<file path="src/rtl/trace_pmi_pkg.sv">
`timescale 1ns/1ps
package trace_pmi_pkg;

    localparam int DBG_W        = 13;
    localparam int LBR_BIT      = 0;
    localparam int SUP_OS_BIT   = 9;
    localparam int SUP_USR_BIT  = 10;
    localparam int FRZ_LBR_BIT  = 11;
    localparam int FRZ_CNT_BIT  = 12;
    localparam logic [DBG_W-1:0] DBG_MASK = 13'h1E01;

    localparam int FX_FIELD_W   = 4;
    localparam int FX_IE_POS    = 3;
    localparam int FX_EN_BASE   = 16;
    localparam int WDATA_W      = 32;

    typedef enum logic {
        SEL_DBG  = 1'b0,
        SEL_GCTL = 1'b1
    } reg_sel_e;

    typedef struct packed {
        logic frz_cnt;
        logic frz_lbr;
        logic sup_usr;
        logic sup_os;
        logic rec_en;
    } dbg_fields_t;

    function automatic dbg_fields_t unpack_dbg(input logic [DBG_W-1:0] r);
        dbg_fields_t f;
        f.frz_cnt = r[FRZ_CNT_BIT];
        f.frz_lbr = r[FRZ_LBR_BIT];
        f.sup_usr = r[SUP_USR_BIT];
        f.sup_os  = r[SUP_OS_BIT];
        f.rec_en  = r[LBR_BIT];
        return f;
    endfunction

    function automatic logic is_os_level(input logic [1:0] lvl);
        return (lvl == 2'd0);
    endfunction

endpackage

</file>
<file path="src/rtl/tpf_filter.sv">
`timescale 1ns/1ps
module tpf_filter
    import trace_pmi_pkg::*;
(
    input  logic        br_valid,
    input  logic [1:0]  cpl,
    input  dbg_fields_t fields,
    output logic        store_stb
);
    logic suppress;

    always_comb begin
        if (is_os_level(cpl)) suppress = fields.sup_os;
        else                  suppress = fields.sup_usr;
        store_stb = br_valid & fields.rec_en & ~suppress;
    end
endmodule

</file>
<file path="src/rtl/tpf_pmi_merge.sv">
`timescale 1ns/1ps
module tpf_pmi_merge
    import trace_pmi_pkg::*;
#(
    parameter int NUM_GP = 4,
    parameter int NUM_FX = 3
) (
    input  logic                       clk,
    input  logic                       rst,
    input  logic [NUM_GP-1:0]          gp_ovf,
    input  logic [NUM_GP-1:0]          gp_pmi_en,
    input  logic [NUM_FX-1:0]          fx_ovf,
    input  logic [FX_FIELD_W*NUM_FX-1:0] fx_ctrl,
    input  logic                       prec_buf_thr,
    input  logic                       br_buf_thr,
    output logic                       any_src,
    output logic                       pmi
);
    logic [NUM_FX-1:0] fx_ie;
    logic              prec_d, br_d;
    logic              unused_fx_bits;

    for (genvar j = 0; j < NUM_FX; j++) begin : g_fx_ie
        assign fx_ie[j] = fx_ctrl[j*FX_FIELD_W + FX_IE_POS];
    end
    assign unused_fx_bits = ^fx_ctrl;

    always_comb begin
        any_src = (|(gp_ovf & gp_pmi_en))
                | (|(fx_ovf & fx_ie))
                | (prec_buf_thr & ~prec_d)
                | (br_buf_thr   & ~br_d);
    end

    always_ff @(posedge clk) begin
        if (rst) begin
            pmi    <= 1'b0;
            prec_d <= 1'b0;
            br_d   <= 1'b0;
        end else begin
            pmi    <= any_src;
            prec_d <= prec_buf_thr;
            br_d   <= br_buf_thr;
        end
    end
endmodule

</file>
<file path="src/rtl/tpf_ctl_regs.sv">
`timescale 1ns/1ps
module tpf_ctl_regs
    import trace_pmi_pkg::*;
#(
    parameter int NUM_GP = 4,
    parameter int NUM_FX = 3
) (
    input  logic               clk,
    input  logic               rst,
    input  logic               wr_en,
    input  logic               wr_sel,
    input  logic [WDATA_W-1:0] wr_data,
    input  logic               any_src,
    output logic [DBG_W-1:0]   dbg_q,
    output logic [NUM_GP-1:0]  gp_q,
    output logic [NUM_FX-1:0]  fx_q
);
    reg_sel_e          sel;
    dbg_fields_t       cur;
    logic [DBG_W-1:0]  dbg_nx;
    logic [NUM_GP-1:0] gp_nx;
    logic [NUM_FX-1:0] fx_nx;
    logic              frz_lbr_now, frz_cnt_now;
    logic              unused_wdata;

    assign sel          = reg_sel_e'(wr_sel);
    assign cur          = unpack_dbg(dbg_q);
    assign frz_lbr_now  = any_src & cur.frz_lbr;
    assign frz_cnt_now  = any_src & cur.frz_cnt;
    assign unused_wdata = ^wr_data;

    always_comb begin
        dbg_nx = dbg_q;
        gp_nx  = gp_q;
        fx_nx  = fx_q;
        if (wr_en && sel == SEL_DBG) begin
            dbg_nx = wr_data[DBG_W-1:0] & DBG_MASK;
        end
        if (wr_en && sel == SEL_GCTL) begin
            gp_nx = wr_data[NUM_GP-1:0];
            fx_nx = wr_data[FX_EN_BASE +: NUM_FX];
        end
        if (frz_lbr_now) dbg_nx[LBR_BIT] = 1'b0;
        if (frz_cnt_now) begin
            gp_nx = '0;
            fx_nx = '0;
        end
    end

    always_ff @(posedge clk) begin
        if (rst) begin
            dbg_q <= '0;
            gp_q  <= '0;
            fx_q  <= '0;
        end else begin
            dbg_q <= dbg_nx;
            gp_q  <= gp_nx;
            fx_q  <= fx_nx;
        end
    end
endmodule

</file>
<file path="src/rtl/trace_pmi_ctl.sv">
`timescale 1ns/1ps
module trace_pmi_ctl
    import trace_pmi_pkg::*;
#(
    parameter int NUM_GP = 4,
    parameter int NUM_FX = 3
) (
    input  logic                         clk,
    input  logic                         rst,
    input  logic                         wr_en,
    input  logic                         wr_sel,
    input  logic [31:0]                  wr_data,
    input  logic [1:0]                   cpl,
    input  logic                         br_valid,
    input  logic [NUM_GP-1:0]            gp_ovf,
    input  logic [NUM_GP-1:0]            gp_pmi_en,
    input  logic [NUM_FX-1:0]            fx_ovf,
    input  logic [4*NUM_FX-1:0]          fx_ctrl,
    input  logic                         prec_buf_thr,
    input  logic                         br_buf_thr,
    output logic                         store_stb,
    output logic                         pmi,
    output logic [12:0]                  dbg_ctl,
    output logic [NUM_GP-1:0]            gp_en,
    output logic [NUM_FX-1:0]            fx_en
);
    logic        any_src;
    dbg_fields_t fields;

    assign fields = unpack_dbg(dbg_ctl);

    tpf_filter u_filter (
        .br_valid  (br_valid),
        .cpl       (cpl),
        .fields    (fields),
        .store_stb (store_stb)
    );

    tpf_pmi_merge #(.NUM_GP(NUM_GP), .NUM_FX(NUM_FX)) u_merge (
        .clk          (clk),
        .rst          (rst),
        .gp_ovf       (gp_ovf),
        .gp_pmi_en    (gp_pmi_en),
        .fx_ovf       (fx_ovf),
        .fx_ctrl      (fx_ctrl),
        .prec_buf_thr (prec_buf_thr),
        .br_buf_thr   (br_buf_thr),
        .any_src      (any_src),
        .pmi          (pmi)
    );

    tpf_ctl_regs #(.NUM_GP(NUM_GP), .NUM_FX(NUM_FX)) u_regs (
        .clk     (clk),
        .rst     (rst),
        .wr_en   (wr_en),
        .wr_sel  (wr_sel),
        .wr_data (wr_data),
        .any_src (any_src),
        .dbg_q   (dbg_ctl),
        .gp_q    (gp_en),
        .fx_q    (fx_en)
    );
endmodule

</file>
<file path="config.mk">
export PLATFORM = sky130hd
export DESIGN_NAME = trace_pmi_ctl
export DESIGN_NICKNAME = d
export VERILOG_FILES = /design/src/rtl/trace_pmi_pkg.sv /design/src/rtl/tpf_filter.sv /design/src/rtl/tpf_pmi_merge.sv /design/src/rtl/tpf_ctl_regs.sv /design/src/rtl/trace_pmi_ctl.sv
export SDC_FILE = /design/constraint.sdc
export NUM_CORES = 1
export LEC_CHECK = 0
export BUFFER_PORTS_ARGS = -buffer_cell sky130_fd_sc_hd__buf_2
export CORE_MARGIN = 10
export CORE_UTILIZATION = 29
export DETAILED_ROUTE_END_ITERATION = 10
export GPL_TIMING_DRIVEN = 0
export PLACE_DENSITY = 0.72
export SLEW_MARGIN = 40
export SYNTH_ARGS = -nofsm -noshare
export SYNTH_HDL_FRONTEND = slang
export SYNTH_SLANG_ARGS = --single-unit
</file>
<file path="constraint.sdc">
create_clock -name clk -period 1.06 [get_ports clk]
set_input_delay 0.159 -clock clk [delete_from_list [all_inputs] [get_ports clk]]
set_output_delay 0.159 -clock clk [all_outputs]
set_load 0.01 [all_outputs]
</file>
## Word-level counts from Yosys, hierarchy flattened

Index checks and enable logic that the tools add are counted.

- Register bits after elaboration: 15
- Input port bits: 64
- Output and inout bits: 22

- Reduce and logical (&&, ||, !) cells: 7
- Bitwise operators: 15
- Muxes and demuxes: 1

Operators with widths:

| operator | number |
|---|---|
| $and A1 B1 Y1 | 6 |
| $and A4 B4 Y4 | 1 |
| $not A1 Y1 | 4 |
| $reduce_or A2 Y1 | 2 |
| $reduce_or A4 Y1 | 1 |
| $and A3 B3 Y3 | 1 |
| $or A1 B1 Y1 | 3 |
| $reduce_or A3 Y1 | 1 |
| $logic_and A1 B1 Y1 | 2 |
| $logic_not A2 Y1 | 1 |
| $mux W1 | 1 |

## Longest topological paths before layout

Gate-level depths: netlist of run 1.

- Word-level depth: 7
- Depth in mapped cells: 4

## By module

Synthesis of run 1 repeated with hierarchy kept, for this count alone.

- Cell total of the unflattened synthesis: 75
- Area, all modules: 691.9 µm²

Modules (own cells, without submodules):

| module | instances | cells an instance | seq. area each (µm²) | area an instance (µm²) |
|---|---|---|---|---|
| tpf_ctl_regs | 1 | 58 | 240.2 | 536.8 |
| tpf_pmi_merge | 1 | 13 | 60.1 | 132.6 |
| tpf_filter | 1 | 4 | 0.0 | 22.5 |

## Worst setup path after synthesis of run 1

Ideal clock, no wire load.

- Path type: register to register
- From: reg u_regs.dbg_q[12]
- To: reg u_regs.fx_q[0]
- Required time: 0.922 ns
- Stages on the path, launching flop included: 4
- Arrival: 0.908 ns
- Setup slack: 0.014 ns
- Library setup time: 0.138 ns
- Path through: dfxtp_1 inv_1 a31oi_1 nor4_1

- Cells in the longest elaborated chain, start to end: 2

RTL lines:

| what | line | text |
|---|---|---|
| start, declared | tpf_ctl_regs.sv:14 | `output logic [DBG_W-1:0] dbg_q,` |
| start signal, assigned | tpf_ctl_regs.sv:56 | `dbg_q <= dbg_nx;` |
| $and A1 B1 Y1 | tpf_ctl_regs.sv:29 | `assign frz_cnt_now = any_src & cur.frz_cnt;` |
| $reduce_or A2 Y1 (no line) | n/a |  |
| end signal, assigned | tpf_ctl_regs.sv:58 | `fx_q <= fx_nx;` |
| end, declared | tpf_ctl_regs.sv:16 | `output logic [NUM_FX-1:0] fx_q` |

No other way between the ends.
A chain may end at the register's enable or synchronous reset.

## Worst setup path in the final report of run 1

- From: reg u_regs.dbg_q[10]
- To: out store_stb

- Cells in the longest elaborated chain, start to end: 3

RTL lines:

| what | line | text |
|---|---|---|
| $mux W1 | tpf_filter.sv:13 | `if (is_os_level(cpl)) suppress = fields.sup_os;` |
| $not A1 Y1 | tpf_filter.sv:15 | `store_stb = br_valid & fields.rec_en & ~suppress;` |
| $and A1 B1 Y1 | tpf_filter.sv:15 |  |
| end, declared | trace_pmi_ctl.sv:21 | `output logic store_stb,` |

No other way between the ends.

==> results of run 1 <==
## through the flow
stage	setup TNS (ns)	cells
2_1_floorplan	0	79
3_3_place_gp	-0.990	156
3_5_place_dp	-1.09	156
4_1_cts	-0.178	161
5_1_grt	-0.218	162
6_report	-0.144	162
## where the power goes
part           switching [mW]  leakage, nW  total [mW]  internal (mW)
sequential             0.0141        0.125       0.608          0.594
combinational           0.148        0.453       0.304          0.156
clock                   0.194       0.0177       0.335          0.140
total                   0.356        0.595        1.25          0.890
## final cells by class
type	instances	share of cell area, %
buffer	10	6.44
clock buffer	3	1.93
clock inverter	1	0.430
inverter	2	0.644
multi-input combinational	52	38.6
sequential	15	26.2
tap	30	3.22
timing repair buffer	49	22.6
## cell families (layout without fill, tap and decap cells)
kind of cell / count (synthesis) / count (layout) / synth area share, %
AND/OR/NAND/NOR: 24 / 24 / 18.3
flip-flops: 15 / 15 / 40.3
multiplexers: 13 / 13 / 17.5
buffers and inverters: 12 / 65 / 11.1
AO/OA/AOI/OAI: 7 / 7 / 12.3
other: 1 / 8 / 0.504
## flip-flops by register name, summed over array words and instances (netlist names)
signal and flops:
u_merge.br_d 1, u_merge.pmi 1, u_merge.prec_d 1, u_regs.dbg_q 5, u_regs.fx_q 3, u_regs.gp_q 4
## what timing repair did
item / CTS / global route
pin swaps: 4 / 8
endpoints found under the setup margin: 8 / 9
cloned: 0 / 0
resized for setup: 4 / 10
setup buffers: 1 / 1
## cell usage in the layout, fill, tap and decap left out, types with 3 or more instances in the layout
| cell | Yosys | routed |
|---|---|---|
| nor4_2 | 0 | 5 |
| dfxtp_2 | 0 | 4 |
| nand2_1 | 3 | 3 |
| buf_4 | 8 | 9 |
| conb_1 | 1 | 8 |
| buf_2 | 0 | 47 |
| mux2i_1 | 13 | 13 |
| clkbuf_4 | 0 | 3 |
| nor2_1 | 5 | 5 |
| dfxtp_1 | 15 | 11 |
| nor4_1 | 8 | 3 |
## final timing paths
check	startpoint	endpoint	slack, ns	cells past startpoint
setup reg to reg	u_merge.br_d	u_regs.fx_q[0]	0.04	4
hold reg to reg	u_regs.dbg_q[10]	u_regs.dbg_q[10]	0.50	2
hold / removal	wr_data[10]	u_regs.dbg_q[10]	0.11	3
setup / recovery	u_regs.dbg_q[10]	store_stb	-0.14	3
## worst min-delay path, delay by kind of cell
kind | cells | cell delay [ns]
buf+inv | 1 | 0.08
mux | 1 | 0.05
simple gates | 1 | 0.07
## per-layer routing
metal | vias up | track usage [%] | wire length [um] | share of wire, %
met5 | - | 0 | 0 | 0
met4 | 0 | 1.29 | 13 | 0.57
met3 | 4 | 5.86 | 314 | 14
met2 | 38 | 16.1 | 1150 | 50
met1 | 330 | 8.25 | 807 | 35
li1 | 365 | - | - | -
==> run metrics, run 1 <==
status finished with violations; failing checks negative setup slack; CTS root buffer clkbuf_4; drt initial violations 9; synth cell count leaders 15 x dfxtp_1, 13 x mux2i_1, 8 x buf_4, 8 x nor4_1, 5 x nor2_1; number of synthesized flops with an enable pin 0; Top delay family on crit path flip-flops; Synth area leaders dfxtp_1 40%, mux2i_1 17%, buf_4 8.1%, nor4_1 6.7%, a41oi_4 3.7%; # DRC 0; element type at the critical path start register; count leader, synth dfxtp_1; Hold Vio Cnt, Final 0; I/O pins 86; Leakage 0.595 nW; post-route total power ~1.2 mW; global-route wire length before repair roughly 3700 um; Rows 18; Req. time, crit path about 0.9 ns; fraction of registers with async set or reset after synthesis 0%; CP Max Fanout 3; sequential area share after synthesis between 40% and 50%; Mapped Area around 740 um2; CTS Buffer Depth 2; final antenna-violating net count 0; Die ar. 4990 um2; Max Clock Freq just over 0.8 GHz; area post-placement around 1000 um2; CTS clk-pin slew, worst paths about 0.090 ns; dpl ws -0.165 ns; vias in the first global route between 700 and 800; Tightest Pin Transition about 0.52 ns; Crit Path Class reg2out; critical path cell sequence mux2i_1, and3_1, buf_2; multi-input logic area ~450 um2; Port Buffer Count between 40 and 50; Initial Utilization a little under a third; VDD IR max about 670 uV; Yosys warnings 0; Crit path buffers/inverters 1; crit path capture type output pin; Synth cell types 21; relative slew slack 65.5%; Slew Limit Fails 0; CTS tree built; n_diodes 0; clock buffer count from CTS 3; per-cell routed wire length between 10 and 15 um; register area a little over 300 um2; final setup fails 1; post-cts hold buffer count 0; Synth top area share 40.3%; Die Ht slightly above 70 um; routability congestion estimate ~0.76; share of post-route cells with drive strength above 1 60.6%; H-tree Lvls 1; Final Util about 47%; largest net degree at the start of global routing 11; fill cell count 250; Synth area leader dfxtp_1; via count roughly 740; total track usage 8.83%; RSZ-0062 raised after global routing true; slowest stage delay, CP 0.33 ns; top_reg_cell synth dfxtp_1; WP data arrival 1.04 ns; Power per Cell Area about 1100 nW/um2; Tmin final ~1.2 ns; Hold Path Class in2reg; core area about 2500 um2; area delta synth->final 56.5%; synthesized netlist cell count 72; Clock Sinks 15; final worst-path setup slack -0.144 ns; final wirelength 2290 um; Layout Nets approximately 200; Hold Slack 0.107 ns; die span in x between 70 and 80 um; gr ovfl total 0; max-cap violation count 0; later-pin clock latency in the skew report approximately 0.29 ns; Synth Register Bits 15; clock skew 0.00944 ns; Tcrit/Tclk final 114%; Mean Syn Cell Area approximately 10 um2; final instance area between 1000 and 1500 um2; antenna violations before repair 0; slowest CP cell dfxtp_2; Detailed Routing Iterations Pass 1 4; Vias/cell between 4 and 5
(Power assumes the default switching activity.)
==> run 2: changes to the inputs <==
--- a/config.mk
+++ b/config.mk
@@ -8,6 +8,7 @@
 export BUFFER_PORTS_ARGS = -buffer_cell sky130_fd_sc_hd__buf_2
 export CORE_MARGIN = 10
 export CORE_UTILIZATION = 29
+export CTS_BUF_LIST = sky130_fd_sc_hd__clkbuf_16
 export DETAILED_ROUTE_END_ITERATION = 10
 export GPL_TIMING_DRIVEN = 0
 export PLACE_DENSITY = 0.72
==> run metrics, run 2 (synthesis results as in run 1) <==
antenna violations before repair 0 (unchanged); crit path capture type output pin; Hold Path Class in2reg; Vias/cell 4.53 (-0.48%); post-cts hold buffer count 0 (unchanged); final antenna-violating net count 0 (unchanged); failing checks negative setup slack; Hold Vio Cnt, Final 0 (unchanged); Crit Path Class reg2out; CTS clk-pin slew, worst paths 0.05 ns (-0.04 ns); max-cap violation count 0 (unchanged); # DRC 0 (unchanged); status finished with violations; total track usage 9.00% (+0.17 points); Tmin final 1.15 ns (-0.0508 ns); clock buffer count from CTS 3 (unchanged); Port Buffer Count 47 (unchanged); WP data arrival 0.99 ns (-0.05 ns); share of post-route cells with drive strength above 1 62.4% (+1.8 points); CTS root buffer clkbuf_16; drt initial violations 18 (+9); H-tree Lvls 1 (unchanged); post-route total power 1.67 mW (+34%); Die ar. 4990 um2 (unchanged); clock skew 0.00318 ns (-0.00626 ns); Layout Nets 198 (+0.51%); gr ovfl total 0 (unchanged); RSZ-0062 raised after global routing true; M1 WL 808 um (+0.12%); metal2 WL 1220 um (+5.6%); later-pin clock latency in the skew report 0.25 ns (-0.04 ns); most frequent cells in the layout 47 x buf_2, 13 x mux2i_1, 12 x dfxtp_1; CTS tree built; Max Clock Freq 0.867 GHz (+4.4%); area delta synth->final 70.1%; core area 2450 um2 (unchanged); largest net degree at the start of global routing 11 (unchanged); Final Util 51.6% (+4.1 points); register name with the most flops u_regs.dbg_q; max FFs per register 5 (unchanged); Req. time, crit path 0.90 ns (about the same); Leakage 0.630 nW (+5.7%); final instance area 1270 um2 (+8.7%); I/O pins 86 (unchanged); Hold Slack 0.151 ns (+0.0441 ns); fin cells 163 (+0.62%); uppermost layer routed met4; n_diodes 0 (unchanged); Largest regs u_regs.dbg_q x5, u_regs.gp_q x4, u_regs.fx_q x3; die span in x 70.7 um (unchanged); Rows 18 (unchanged); element type at the critical path start register; routability congestion estimate 0.763 (unchanged); Detailed Routing Iterations Pass 1 3 (-1); per-cell routed wire length 14.3 um (+1.3%); final setup fails 1 (unchanged); Slew Limit Fails 0 (unchanged); Initial Utilization 30.3% (unchanged); placed insts 156 (unchanged); final wirelength 2330 um (+2.0%); area post-placement 1040 um2 (unchanged); final worst-path setup slack -0.0932 ns (+0.0508 ns); Tightest Pin Transition 0.584 ns (+0.0659 ns); dpl ws -0.165 ns (unchanged); global-route wire length before repair 3790 um (+2.4%); Power per Cell Area 1320 nW/um2 (+23%); CP Max Fanout 2 (-1); Die Ht 70.7 um (unchanged); met3 WL post-DR 299 um (-4.8%); via count 738 (+0.14%); Tcrit/Tclk final 109% (-4.8 points); most common cell after layout, fill and taps aside buf_2; Clock Sinks 15 (unchanged); relative slew slack 61.1% (-4.4 points); VDD IR max 1190 uV (+78%); TNS Setup -0.0932 ns (+0.0508 ns); CTS Buffer Depth 2 (unchanged); vias in the first global route 809 (+1.8%)
-- run 2: changes by cell type in the layout (fill, tap and decap cells not counted), moves of 2 or more --
cell	previous run	this run
clkbuf_16	0	3
clkbuf_4	3	0
nor4_1	3	1
nor4_4	0	2
-- run 2: cell type report --
| cell class | count | area [um2] |
|---|---|---|
| plain buffers | 10 | 75.1 |
| clock inverters | 1 | 5.00 |
| flip-flops and latches | 15 | 304 |
| clock buffers | 3 | 75.1 |
| well taps | 30 | 37.5 |
| repair buffers | 50 | 283 |
| multi-input cells | 52 | 479 |
| fillers | 237 | 1190 |
| inverters | 2 | 7.51 |
-- run 2: worst max-delay path, cell delays in order (launching register included) --
cell and delay, ns:
dfxtp_2 0.31, mux2i_1 0.14, and3_1 0.18, buf_2 0.13
-- run 2: path summary, 6_finish.rpt --
kind	start	to	slack, ns	cells after the start
worst max-delay path	u_regs.dbg_q[9]	store_stb	-0.09	3
worst min-delay path	wr_data[10]	u_regs.dbg_q[10]	0.15	3
worst max register to register	u_merge.br_d	u_regs.fx_q[2]	0.04	4
worst min register to register	u_regs.dbg_q[10]	u_regs.dbg_q[10]	0.49	2
-- run 2: what timing repair did --
action                                 4_1_cts  5_1_grt
endpoints found under the hold margin        0        0
setup endpoints to repair                    8        9
gates cloned                                 0        0
pin swaps                                    4        6
setup buffers                                1        2
resized for setup                            4       14
-- run 2: metal layers --
layer  vias to the layer above  GRT usage [%]
met5                         -              0
met1                       337           8.64
li1                        366              -
met3                         2           5.86
met4                         0           1.29
met2                        33           16.2
-- run 2: power by group --
group	switching, mW	total, mW	leakage, nW	internal (mW)
Combinational	0.158	0.324	0.464	0.166
Sequential	0.0149	0.610	0.124	0.595
Clock	0.232	0.736	0.0409	0.504
==> run 3: changes to the inputs <==
--- a/config.mk
+++ b/config.mk
@@ -5,7 +5,7 @@
 export SDC_FILE = /design/constraint.sdc
 export NUM_CORES = 1
 export LEC_CHECK = 0
-export BUFFER_PORTS_ARGS = -buffer_cell sky130_fd_sc_hd__buf_2
+export BUFFER_PORTS_ARGS = -buffer_cell sky130_fd_sc_hd__buf_4
 export CORE_MARGIN = 10
 export CORE_UTILIZATION = 29
 export CTS_BUF_LIST = sky130_fd_sc_hd__clkbuf_16
==> run metrics, run 3 (synthesis results as in run 1) <==
vias in the first global route 827 (+2.2%); clock buffer count from CTS 3 (unchanged); Crit path buffers/inverters 1 (unchanged); R2R Setup Slk 0 ns (-0.04 ns); I/O pins 86 (unchanged); hold path start rst; die span in x 70.7 um (unchanged); share of post-route cells with drive strength above 1 60.9% (-1.5 points); Detailed Routing Iterations Pass 1 3 (unchanged); most frequent cells in the layout 57 x buf_4, 13 x mux2i_1, 12 x dfxtp_1; register area 304 um2 (unchanged); H-tree Lvls 1 (unchanged); via count 738 (unchanged); CTS root buffer clkbuf_16; # DRC 0 (unchanged); R2R depth 3 (-1); Vias/cell 4.53 (unchanged); CTS Buffer Depth 2 (unchanged); Die ar. 4990 um2 (unchanged); failing checks negative setup slack; clock skew 0.00507 ns (+0.00189 ns); max FFs per register 5 (unchanged); Tcrit/Tclk final 106% (-3.1 points); Setup crit start u_regs.dbg_q[9]; Req. time, crit path 0.90 ns (about the same); Sw Ratio 22.7% (-1.5 points); met2 GRT Util 16.4% (+0.20 points); n_diodes 0 (unchanged); final setup fails 2 (+1); later-pin clock latency in the skew report 0.24 ns (about the same); Top delay family on crit path flip-flops; per-cell routed wire length 14.6 um (+2.0%); critical path cell sequence mux2i_1, and3_1, buf_6; Rows 18 (unchanged); Max Clock Freq 0.892 GHz (+2.9%); most common cell after layout, fill and taps aside buf_4; Slew Limit Fails 0 (unchanged); CP Max Fanout 2 (unchanged); Crit Path Class reg2out; antenna violations before repair 0 (unchanged); final antenna-violating net count 0 (unchanged); RSZ-0062 raised after global routing true; Tightest Pin Transition 0.560 ns (-0.0242 ns); Largest regs u_regs.dbg_q x5, u_regs.gp_q x4, u_regs.fx_q x3; multi-input logic area 455 um2 (-5.0%); slowest stage delay, CP 0.31 ns (about the same); Hold Path Class in2reg; CP Depth 3 (unchanged); routability congestion estimate 0.776 (+1.7%); Power per Cell Area 1250 nW/um2 (-4.9%); area delta synth->final 79.7%; RR Endpoint u_regs.gp_q[2]; Clk pwr share 42.5% (-1.6 points); slowest CP cell dfxtp_2; Initial Utilization 30.3% (unchanged); DP Wirelength 1930 um; final worst-path setup slack -0.0608 ns (+0.0324 ns); internal power component 1.30 mW (+2.4%); register name with the most flops u_regs.dbg_q; VDD IR max 799 uV (-33%); fill cell count 228 (-3.8%); hold path depth 2 (-1); post-cts hold buffer count 0 (unchanged); total track usage 9.17% (+0.17 points); Port Buffer Count 47 (unchanged); Leakage 0.655 nW (+4.0%); Worst Hold End u_merge.br_d; element type at the critical path start register; Die Ht 70.7 um (unchanged); origin of the critical flop-to-flop path u_merge.br_d; fin cells 163 (unchanged); GRT busiest layer met2; Clock Sinks 15 (unchanged); Gate power share 21.0% (+1.6 points); Seq pwr share 36.4% (about the same); final wirelength 2380 um (+2.0%); Layout Nets 198 (unchanged); core area 2450 um2 (unchanged); met3 Use GR 5.16% (-0.70 points); status finished with violations; drt initial violations 26 (+8); Hold Vio Cnt, Final 0 (unchanged); largest net degree at the start of global routing 11 (unchanged); WP data arrival 0.96 ns (-0.03 ns); relative slew slack 62.7% (+1.6 points); Switch Pwr 381 uW (-5.8%); CTS tree built; met1 Use GR 9.12% (+0.48 points); CTS clk-pin slew, worst paths 0.05 ns (about the same); max-cap violation count 0 (unchanged); placed insts 156 (unchanged); global-route wire length before repair 3880 um (+2.5%); TNS Setup -0.0624 ns (+0.0308 ns); crit path capture type output pin; gr ovfl total 0 (unchanged); Tmin final 1.12 ns (-0.0324 ns)
[run 3: how the worst max path moves through the flow]
stage                          end  slack (ns)
floorplan           u_regs.fx_q[0]        0.01
global placement    u_regs.gp_q[1]       -0.15
detailed placement  u_regs.gp_q[2]       -0.19
CTS                      store_stb       -0.06
global route             store_stb       -0.09
finish                   store_stb       -0.06
[run 3: through the flow]
| step | utilization, % | power [mW] | worst slack [ns] | hold slack [ns] | area (um2) |
|---|---|---|---|---|---|
| after floorplan | - | 0.769 | 0.0142 | 0.231 | 771 |
| after global placement | 47.3 | 0.927 | -0.152 | 0.368 | 1160 |
| after detailed placement | 47.3 | 0.935 | -0.195 | 0.366 | 1160 |
| after CTS | 52.2 | 1.66 | -0.0618 | 0.121 | 1280 |
| after global routing | 54.5 | 1.75 | -0.0902 | 0.144 | 1340 |
| final | 54.5 | 1.68 | -0.0608 | 0.126 | 1340 |
[run 3: routing by layer]
layer  part of all wire [%]  vias to the layer above
li1                       -                      367
met5                      0                        -
met2                     49                       30
met4                   0.55                        0
met3                     11                        2
met1                     39                      339
[run 3: layout make-up]
class | instances | area share, %
plain buffers | 10 | 5.61
well taps | 30 | 2.81
clock inverters | 1 | 0.281
multi-input cells | 52 | 34.1
inverters | 2 | 0.561
flip-flops and latches | 15 | 22.7
clock buffers | 3 | 5.61
repair buffers | 50 | 28.3
[run 3: repair_timing]
action | CTS | global route
gates resized for setup | 6 | 11
setup endpoints to repair | 8 | 8
setup buffers | 2 | 1
pin swaps | 2 | 8
[run 3: power groups by stage]
stage	logic, mW	clock network [mW]	registers [mW]
after floorplan	0.139	0	0.630
after global placement	0.308	0	0.619
after detailed placement	0.315	0	0.621
after CTS	0.331	0.722	0.610
after global routing	0.386	0.753	0.613
final	0.353	0.713	0.611
